`config.mk`:
```
export PLATFORM = sky130hd
export DESIGN_NAME = tcs_seq
export DESIGN_NICKNAME = d
export VERILOG_FILES = /design/src/rtl/tcs_pkg.sv /design/src/rtl/tcs_edge_sync.sv /design/src/rtl/tcs_chan_ctrl.sv /design/src/rtl/tcs_pulse_gen.sv /design/src/rtl/tcs_seq.sv
export SDC_FILE = /design/constraint.sdc
export NUM_CORES = 1
export LEC_CHECK = 0
export BUFFER_PORTS_ARGS = -buffer_cell sky130_fd_sc_hd__buf_4
export CORE_MARGIN = 1.5
export CORE_UTILIZATION = 33
export DETAILED_ROUTE_END_ITERATION = 12
export SLEW_MARGIN = 20
export SYNTH_ARGS = -nofsm -noshare
export SYNTH_HDL_FRONTEND = slang
export SYNTH_HIERARCHICAL = 1
export SYNTH_SLANG_ARGS = --single-unit
```
`constraint.sdc`:
```
create_clock -name clk -period 1.7 [get_ports clk]
set_clock_uncertainty 0.15 [all_clocks]
set_input_delay 0.34 -clock clk [delete_from_list [all_inputs] [get_ports clk]]
set_output_delay 0.34 -clock clk [all_outputs]
set_load 0.005 [all_outputs]
```
`src/rtl/tcs_pkg.sv`:
```
package tcs_pkg;

  typedef enum logic [1:0] {
    CH_RED   = 2'b00,
    CH_GREEN = 2'b01,
    CH_BLUE  = 2'b10
  } chan_t;

  // first channel of a rotation
  function automatic chan_t chan_first(input logic rev);
    return rev ? CH_BLUE : CH_RED;
  endfunction

  // next channel in the selected direction, wrapping
  function automatic chan_t chan_step(input chan_t cur, input logic rev);
    chan_t nxt;
    if (!rev) begin
      case (cur)
        CH_RED:   nxt = CH_GREEN;
        CH_GREEN: nxt = CH_BLUE;
        default:  nxt = CH_RED;
      endcase
    end else begin
      case (cur)
        CH_BLUE:  nxt = CH_GREEN;
        CH_GREEN: nxt = CH_RED;
        default:  nxt = CH_BLUE;
      endcase
    end
    return nxt;
  endfunction

  // fixed channel code, the unused code folds onto blue
  function automatic chan_t chan_fix(input logic [1:0] code);
    chan_t c;
    case (code)
      2'b00:   c = CH_RED;
      2'b01:   c = CH_GREEN;
      default: c = CH_BLUE;
    endcase
    return c;
  endfunction

endpackage

```
`src/rtl/tcs_edge_sync.sv`:
```
module tcs_edge_sync #(
  parameter int STAGES = 2,
  parameter int WIDTH  = 4
) (
  input  logic             clk,
  input  logic             rst,
  input  logic [WIDTH-1:0] din,
  output logic [WIDTH-1:0] lvl,
  output logic [WIDTH-1:0] rise,
  output logic [WIDTH-1:0] fall
);

  logic [WIDTH-1:0] stg [STAGES];
  logic [WIDTH-1:0] last;

  always_ff @(posedge clk) begin
    if (rst) begin
      for (int i = 0; i < STAGES; i++) stg[i] <= '0;
      last <= '0;
    end else begin
      stg[0] <= din;
      for (int i = 1; i < STAGES; i++) stg[i] <= stg[i-1];
      last <= stg[STAGES-1];
    end
  end

  assign lvl  = stg[STAGES-1];
  assign rise = lvl & ~last;
  assign fall = ~lvl & last;

endmodule

```
`src/rtl/tcs_chan_ctrl.sv`:
```
module tcs_chan_ctrl
  import tcs_pkg::*;
(
  input  logic       clk,
  input  logic       rst,
  input  logic       cfg_sensor,
  input  logic       cfg_single,
  input  logic [1:0] cfg_chan,
  input  logic       cfg_rev,
  input  logic       ref_fall,
  input  logic       dat_fall,
  input  logic       cv_fall,
  output chan_t      sel_q
);

  logic armed;
  logic step;

  // stepping edge depends on the sampling style
  assign step = cfg_sensor ? (armed && cv_fall) : dat_fall;

  always_ff @(posedge clk) begin
    if (rst) begin
      sel_q <= CH_RED;
      armed <= 1'b0;
    end else begin
      if (ref_fall) armed <= 1'b1;
      if (cfg_single)
        sel_q <= chan_fix(cfg_chan);
      else if (ref_fall)
        sel_q <= chan_first(cfg_rev);
      else if (step)
        sel_q <= chan_step(sel_q, cfg_rev);
    end
  end

endmodule

```
`src/rtl/tcs_pulse_gen.sv`:
```
module tcs_pulse_gen
  import tcs_pkg::*;
(
  input  logic       clk,
  input  logic       rst,
  input  logic       cfg_sensor,
  input  logic       cfg_single,
  input  logic       ref_fall,
  input  logic       ref_lvl,
  input  logic       dat_fall,
  input  logic       clp_lvl,
  input  logic       cv_rise,
  input  logic       cv_lvl,
  input  chan_t      sel_q,
  output logic       samp_ref,
  output logic       samp_dat,
  output logic       clamp_en,
  output logic       conv_start,
  output logic [1:0] conv_tag,
  output logic       timing_err
);

  logic late_dat;
  assign late_dat = !cfg_sensor && !cfg_single && dat_fall && cv_lvl;

  always_ff @(posedge clk) begin
    if (rst) begin
      samp_ref   <= 1'b0;
      samp_dat   <= 1'b0;
      clamp_en   <= 1'b0;
      conv_start <= 1'b0;
      conv_tag   <= 2'b00;
      timing_err <= 1'b0;
    end else begin
      samp_ref   <= !cfg_sensor && ref_fall;
      samp_dat   <= cfg_sensor ? ref_fall : (dat_fall && !ref_fall);
      clamp_en   <= !cfg_sensor && clp_lvl && ref_lvl;
      conv_start <= cv_rise;
      if (cv_rise) conv_tag <= sel_q;
      timing_err <= timing_err || late_dat;
    end
  end

endmodule

```
`src/rtl/tcs_seq.sv`:
```
module tcs_seq
  import tcs_pkg::*;
#(
  parameter int SYNC_STAGES = 2
) (
  input  logic       clk,
  input  logic       rst,
  input  logic       cfg_sensor,
  input  logic       cfg_single,
  input  logic [1:0] cfg_chan,
  input  logic       cfg_rev,
  input  logic       ref_strobe,
  input  logic       dat_strobe,
  input  logic       clamp_req,
  input  logic       conv_clk,
  output logic       samp_ref,
  output logic       samp_dat,
  output logic       clamp_en,
  output logic [1:0] mux_sel,
  output logic       conv_start,
  output logic [1:0] conv_tag,
  output logic       timing_err
);

  localparam int NSIG  = 4;
  localparam int I_REF = 0;
  localparam int I_DAT = 1;
  localparam int I_CLP = 2;
  localparam int I_CV  = 3;

  logic [NSIG-1:0] raw, lvl, rise, fall;
  chan_t sel_q;

  assign raw[I_REF] = ref_strobe;
  assign raw[I_DAT] = dat_strobe;
  assign raw[I_CLP] = clamp_req;
  assign raw[I_CV]  = conv_clk;

  tcs_edge_sync #(.STAGES(SYNC_STAGES), .WIDTH(NSIG)) u_sync (
    .clk (clk),
    .rst (rst),
    .din (raw),
    .lvl (lvl),
    .rise(rise),
    .fall(fall)
  );

  tcs_chan_ctrl u_chan (
    .clk       (clk),
    .rst       (rst),
    .cfg_sensor(cfg_sensor),
    .cfg_single(cfg_single),
    .cfg_chan  (cfg_chan),
    .cfg_rev   (cfg_rev),
    .ref_fall  (fall[I_REF]),
    .dat_fall  (fall[I_DAT]),
    .cv_fall   (fall[I_CV]),
    .sel_q     (sel_q)
  );

  tcs_pulse_gen u_pulse (
    .clk       (clk),
    .rst       (rst),
    .cfg_sensor(cfg_sensor),
    .cfg_single(cfg_single),
    .ref_fall  (fall[I_REF]),
    .ref_lvl   (lvl[I_REF]),
    .dat_fall  (fall[I_DAT]),
    .clp_lvl   (lvl[I_CLP]),
    .cv_rise   (rise[I_CV]),
    .cv_lvl    (lvl[I_CV]),
    .sel_q     (sel_q),
    .samp_ref  (samp_ref),
    .samp_dat  (samp_dat),
    .clamp_en  (clamp_en),
    .conv_start(conv_start),
    .conv_tag  (conv_tag),
    .timing_err(timing_err)
  );

  assign mux_sel = sel_q;

endmodule

```
# Yosys cells after proc, flatten, opt, wreduce, memory -nomap -nowiden
# Memories as Yosys holds them, arrays and structs flattened.
# Index checks and enable logic that the tools add are counted.
# Widths: inputs -> output; s select.
[word_totals]
ff_bits = 14
ramBits = 8
input_bits = 11
out_inout_bits = 9
elab_cells = 49
mem_count = 1
[op_classes]
eq_ne = 3
n_mux = 15
bitwise = 6
n_reduce_logical = 15
[mem_list]
columns = ["memory", "words", "word_bits", "read_ports", "rd_ports_with_merged_regs", "wr", "line_no", "source"]
rows = [
  ["u_sync.stg", 2, 4, 2, 0, 2, "tcs_edge_sync.sv:13", "logic [WIDTH-1:0] stg [STAGES];"],
]
[op_table]
columns = ["op", "count"]
rows = [
  ["$pmux 2 s2", 3],
  ["$mux 2", 5],
  ["$and 4x4->4", 2],
  ["$logic_and 1x1->1", 8],
  ["$mux 4", 2],
  ["$not 4->4", 2],
  ["$mux 1", 5],
  ["$eq 2x1->1 const B", 2],
  ["$logic_not 2->1", 2],
  ["$logic_not 1->1", 3],
  ["$reduce_bool 3->1", 1],
  ["$eq 2x2->1 const B", 1],
  ["$or 1x1->1", 2],
  ["$logic_or 1x1->1", 1],
]

# Depth between registers and ports, before layout
[depth]
depth_word = 7
mapped_depth = 5
mapped_depth_nobuf = 5

# Modules after synthesis
# The synthesis kept the hierarchy.
[by_module_without_submodules]
columns = ["mod", "instances", "cells_each", "area_per_inst_um2", "seq_area_each_um2"]
rows = [
  ["tcs_edge_sync", 1, 37, 446.7, 240.2],
  ["tcs_pulse_gen", 1, 21, 227.7, 140.1],
  ["tcs_chan_ctrl", 1, 24, 220.2, 60.1],
]

# Least setup slack after synthesis
# Ideal clock, no wire load.
[synth_timing]
path_type = "register -> register"
from = "register u_chan.sel_q[0]"
to = "register u_chan.sel_q[1]"
setup_time_ps = 130
arrival_time_ps = 1114
required_ps = 1420
path_slack_ps = 305
path_stages_with_launch = 6
n_path_buf = 0
period_less_slack_ps = 1395
path_cell_list = "dfxtp_1 inv_1 ha_1 nand2b_1 a221oi_1 o32ai_1"
[synth_via]
elab_chain_len = 6
word_cells_on_any_way = 9
cone_classes = "eq/ne (2); mux (6); reduce/logical (1)"
[synth_rtl]
columns = ["element", "line_no", "source"]
rows = [
  ["from (decl)", "tcs_chan_ctrl.sv:13", "output chan_t sel_q"],
  ["from (signal assigned)", "tcs_chan_ctrl.sv:29", "sel_q <= chan_fix(cfg_chan);"],
  ["from (signal assigned)", "tcs_chan_ctrl.sv:31", "sel_q <= chan_first(cfg_rev);"],
  ["from (signal assigned)", "tcs_chan_ctrl.sv:33", "sel_q <= chan_step(sel_q, cfg_rev);"],
  ["$eq 2x1->1, or another cell as far along", "tcs_pkg.sv:18, tcs_pkg.sv:24", ""],
  ["$pmux 2 s2, on equally long branches", "tcs_pkg.sv:18, tcs_pkg.sv:24", ""],
  ["$mux 2 *", "tcs_pkg.sv:17", "if (!rev) begin"],
  ["$mux 2 *", "tcs_chan_ctrl.sv:32", "else if (step)"],
  ["$mux 2 *", "tcs_chan_ctrl.sv:30", "else if (ref_fall)"],
  ["$mux 2 *", "tcs_chan_ctrl.sv:28", "if (cfg_single)"],
]
# Every way passes the cells marked *; elsewhere a longest branch is shown, timed or not. The select of a mux whose other input is x is not followed.
# A chain may end at the register's enable or synchronous reset.

# Worst setup path in the final report
# Same ends and word-level chain as after synthesis.

==> run summary <==
full die area: 0.002836 sq mm
post-route minimum period: 1548 ps
DP Wirelength: 934.7 um
CP Buf/Inv Count: 1
Leakage: 0.4240 nW
cell area after layout: 0.001006 sq mm
Hold Buf Count CTS: 0
Remaining Overflow, GRT: 0
M3 GR Usage: 2.542%
TritonCTS clock tree: yes
mean routed wirelength per cell: 10.23 um
headroom to the max-slew limit: 75.64%
Clock Sinks: 21
CTS Buffer Depth: 2
CP required: 1730 ps
CTS-repair resized insts: 0
Crit path max-delay family: compound AO/OA/AOI/OAI gates
Post-Syn Area: 833.3 sq um
Worst path slowest cell: dfxtp_1
Clock Pin Slew Worst Setup and Hold Paths: 110 ps
critical path class: flip-flop to flip-flop
I/O Buffers: 19
Max Cap Violations: 0
critical path's largest stage delay: 410 ps
worst vdd ir: 0.0002998 V
Worst-Margin Slew: 364.7 ps
Die Wd: 53.25 um
Post-Synthesis Cells: 75
count of final hold-check violations: 0
placed cell areas: 979.7 sq um
ant diodes: 0
Hold WS: 95.84 ps
largest net degree at the start of global routing: 23
crit path max fanout: 4
initial antenna violation count: 0
Layout area overhead: 20.72%
All-Layer GR Usage: 10.59%
Tightest Hold Check Type: input pin to flip-flop
CP Launch Type: flip-flop
share of layout cells above drive strength 1: 37.23%
Via Count: 562
floorplan core area: 0.002432 sq mm
met1 Usage GRT: 13.59%
period utilization: 91.08%
CP endpoint kind: flip-flop
GP Congestion: 0.6769
final WL: 1269 um
syn avg cell area: 11.11 sq um
GR peak layer: met2
first-pass GRT wire length: 2132 um
# IOs: 20
status: finished, final reports clean
met2 Track Usage GR: 15.84%
Worst Path Arrival: 1580 ps
CP cell instances: inv_1, ha_1, nand2b_1, a221oi_1, o32ai_1
Syn Nets: 89
htree depth: 1
YS warnings: 6
Skew-Pair Late Insertion Delay: 290 ps
Routed Antenna Nets: 0
Core Rows: 18
total power: 0.8441 mW
setup tns final: 0 ps
Final setup viols: 0
power density cells: 839.1 mW/mm^2
vias in the first global route: 500
Fmax achieved: 0.6458 GHz
fin nets: 109
clk root buf: clkbuf_4
initial DRC count: 10
RSZ-0062 raised after global routing: false
iteration count of the initial detailed-routing pass: 4
starting density of the core: 34.26%
via/cell ratio: 4.532
max-slew violations: 0
die height: 53.25 um
Residual DRC: 0
post-CTS setup buffer count: 0
number of CTS-inserted buffers: 3
where the power goes:
part           switching, mW  leakage, nW  internal [mW]
clock network          0.139       0.0150         0.0912
logic                 0.0413        0.237         0.0536
registers            0.00953        0.172          0.510
layer usage:
| metal | vias to the layer above | routed length, um |
|---|---|---|
| met4 | 0 | 0 |
| li1 | 287 | - |
| met1 | 262 | 577 |
| met2 | 13 | 642 |
| met3 | 0 | 49 |
| met5 | - | 0 |
per-stage QoR:
| stage | utilization (%) | setup WS, ps | cells |
|---|---|---|---|
| 2_1_floorplan | - | 305.4 | 75 |
| 3_3_place_gp | 40.28 | 179.6 | 120 |
| 3_5_place_dp | 40.28 | 146.2 | 120 |
| 4_1_cts | 41.36 | 136.3 | 124 |
| 5_1_grt | 41.36 | 51.87 | 124 |
| 6_report | 41.36 | 151.6 | 124 |
flip-flops by register name, summed over array words and instances, names as in the netlist:
| name | count |
|---|---|
| u_pulse/samp_ref | 1 |
| u_sync/stg | 8 |
| u_pulse/timing_err | 1 |
| u_pulse/samp_dat | 1 |
| u_pulse/conv_tag | 2 |
| u_chan/armed | 1 |
| u_pulse/conv_start | 1 |
| u_chan/sel_q | 2 |
| u_sync/last | 3 |
| u_pulse/clamp_en | 1 |
layout by cell type, fill, tap and decap left out:
cell       instances
a21oi_1            3
a221oi_1           1
a22oi_1            1
a311o_1            1
a41o_1             1
and2b_2            2
buf_4             19
clkbuf_1           1
clkbuf_4           3
dfxtp_1           21
ha_1               3
inv_1              3
mux2_1             1
mux2i_1            2
nand2_1            2
nand2b_1           1
nand2b_4           1
nand3_1            2
nand4bb_1          1
nor2_1             6
nor2b_1            5
nor2b_2            8
nor2b_4            2
nor3_1             1
nor3b_1            1
o32ai_1            1
or3b_1             1
final cells by class:
cell class	count	area (sq um)
Fill cell	253	1426
Timing Repair Buffer	19	142.6
Clock buffer	4	26.28
Tap cell	30	37.54
Sequential cell	21	420.4
Multi-Input combinational cell	47	367.9
Inverter	3	11.26
final timing paths:
kind	startpoint	cells past startpoint	to	slack, ps
hold reg to reg	u_sync/stg[0][6]$_SDFF_PP0_	2	u_pulse/clamp_en$_SDFF_PP0_	280
setup / recovery	u_chan/sel_q[0]$_SDFFE_PP0P_	5	u_chan/sel_q[1]$_SDFFE_PP0P_	150
setup reg to reg	u_chan/sel_q[0]$_SDFFE_PP0P_	5	u_chan/sel_q[1]$_SDFFE_PP0P_	150
hold / removal	conv_clk	2	u_sync/stg[0][3]$_SDFF_PP0_	100
(Power assumes the default switching activity.)
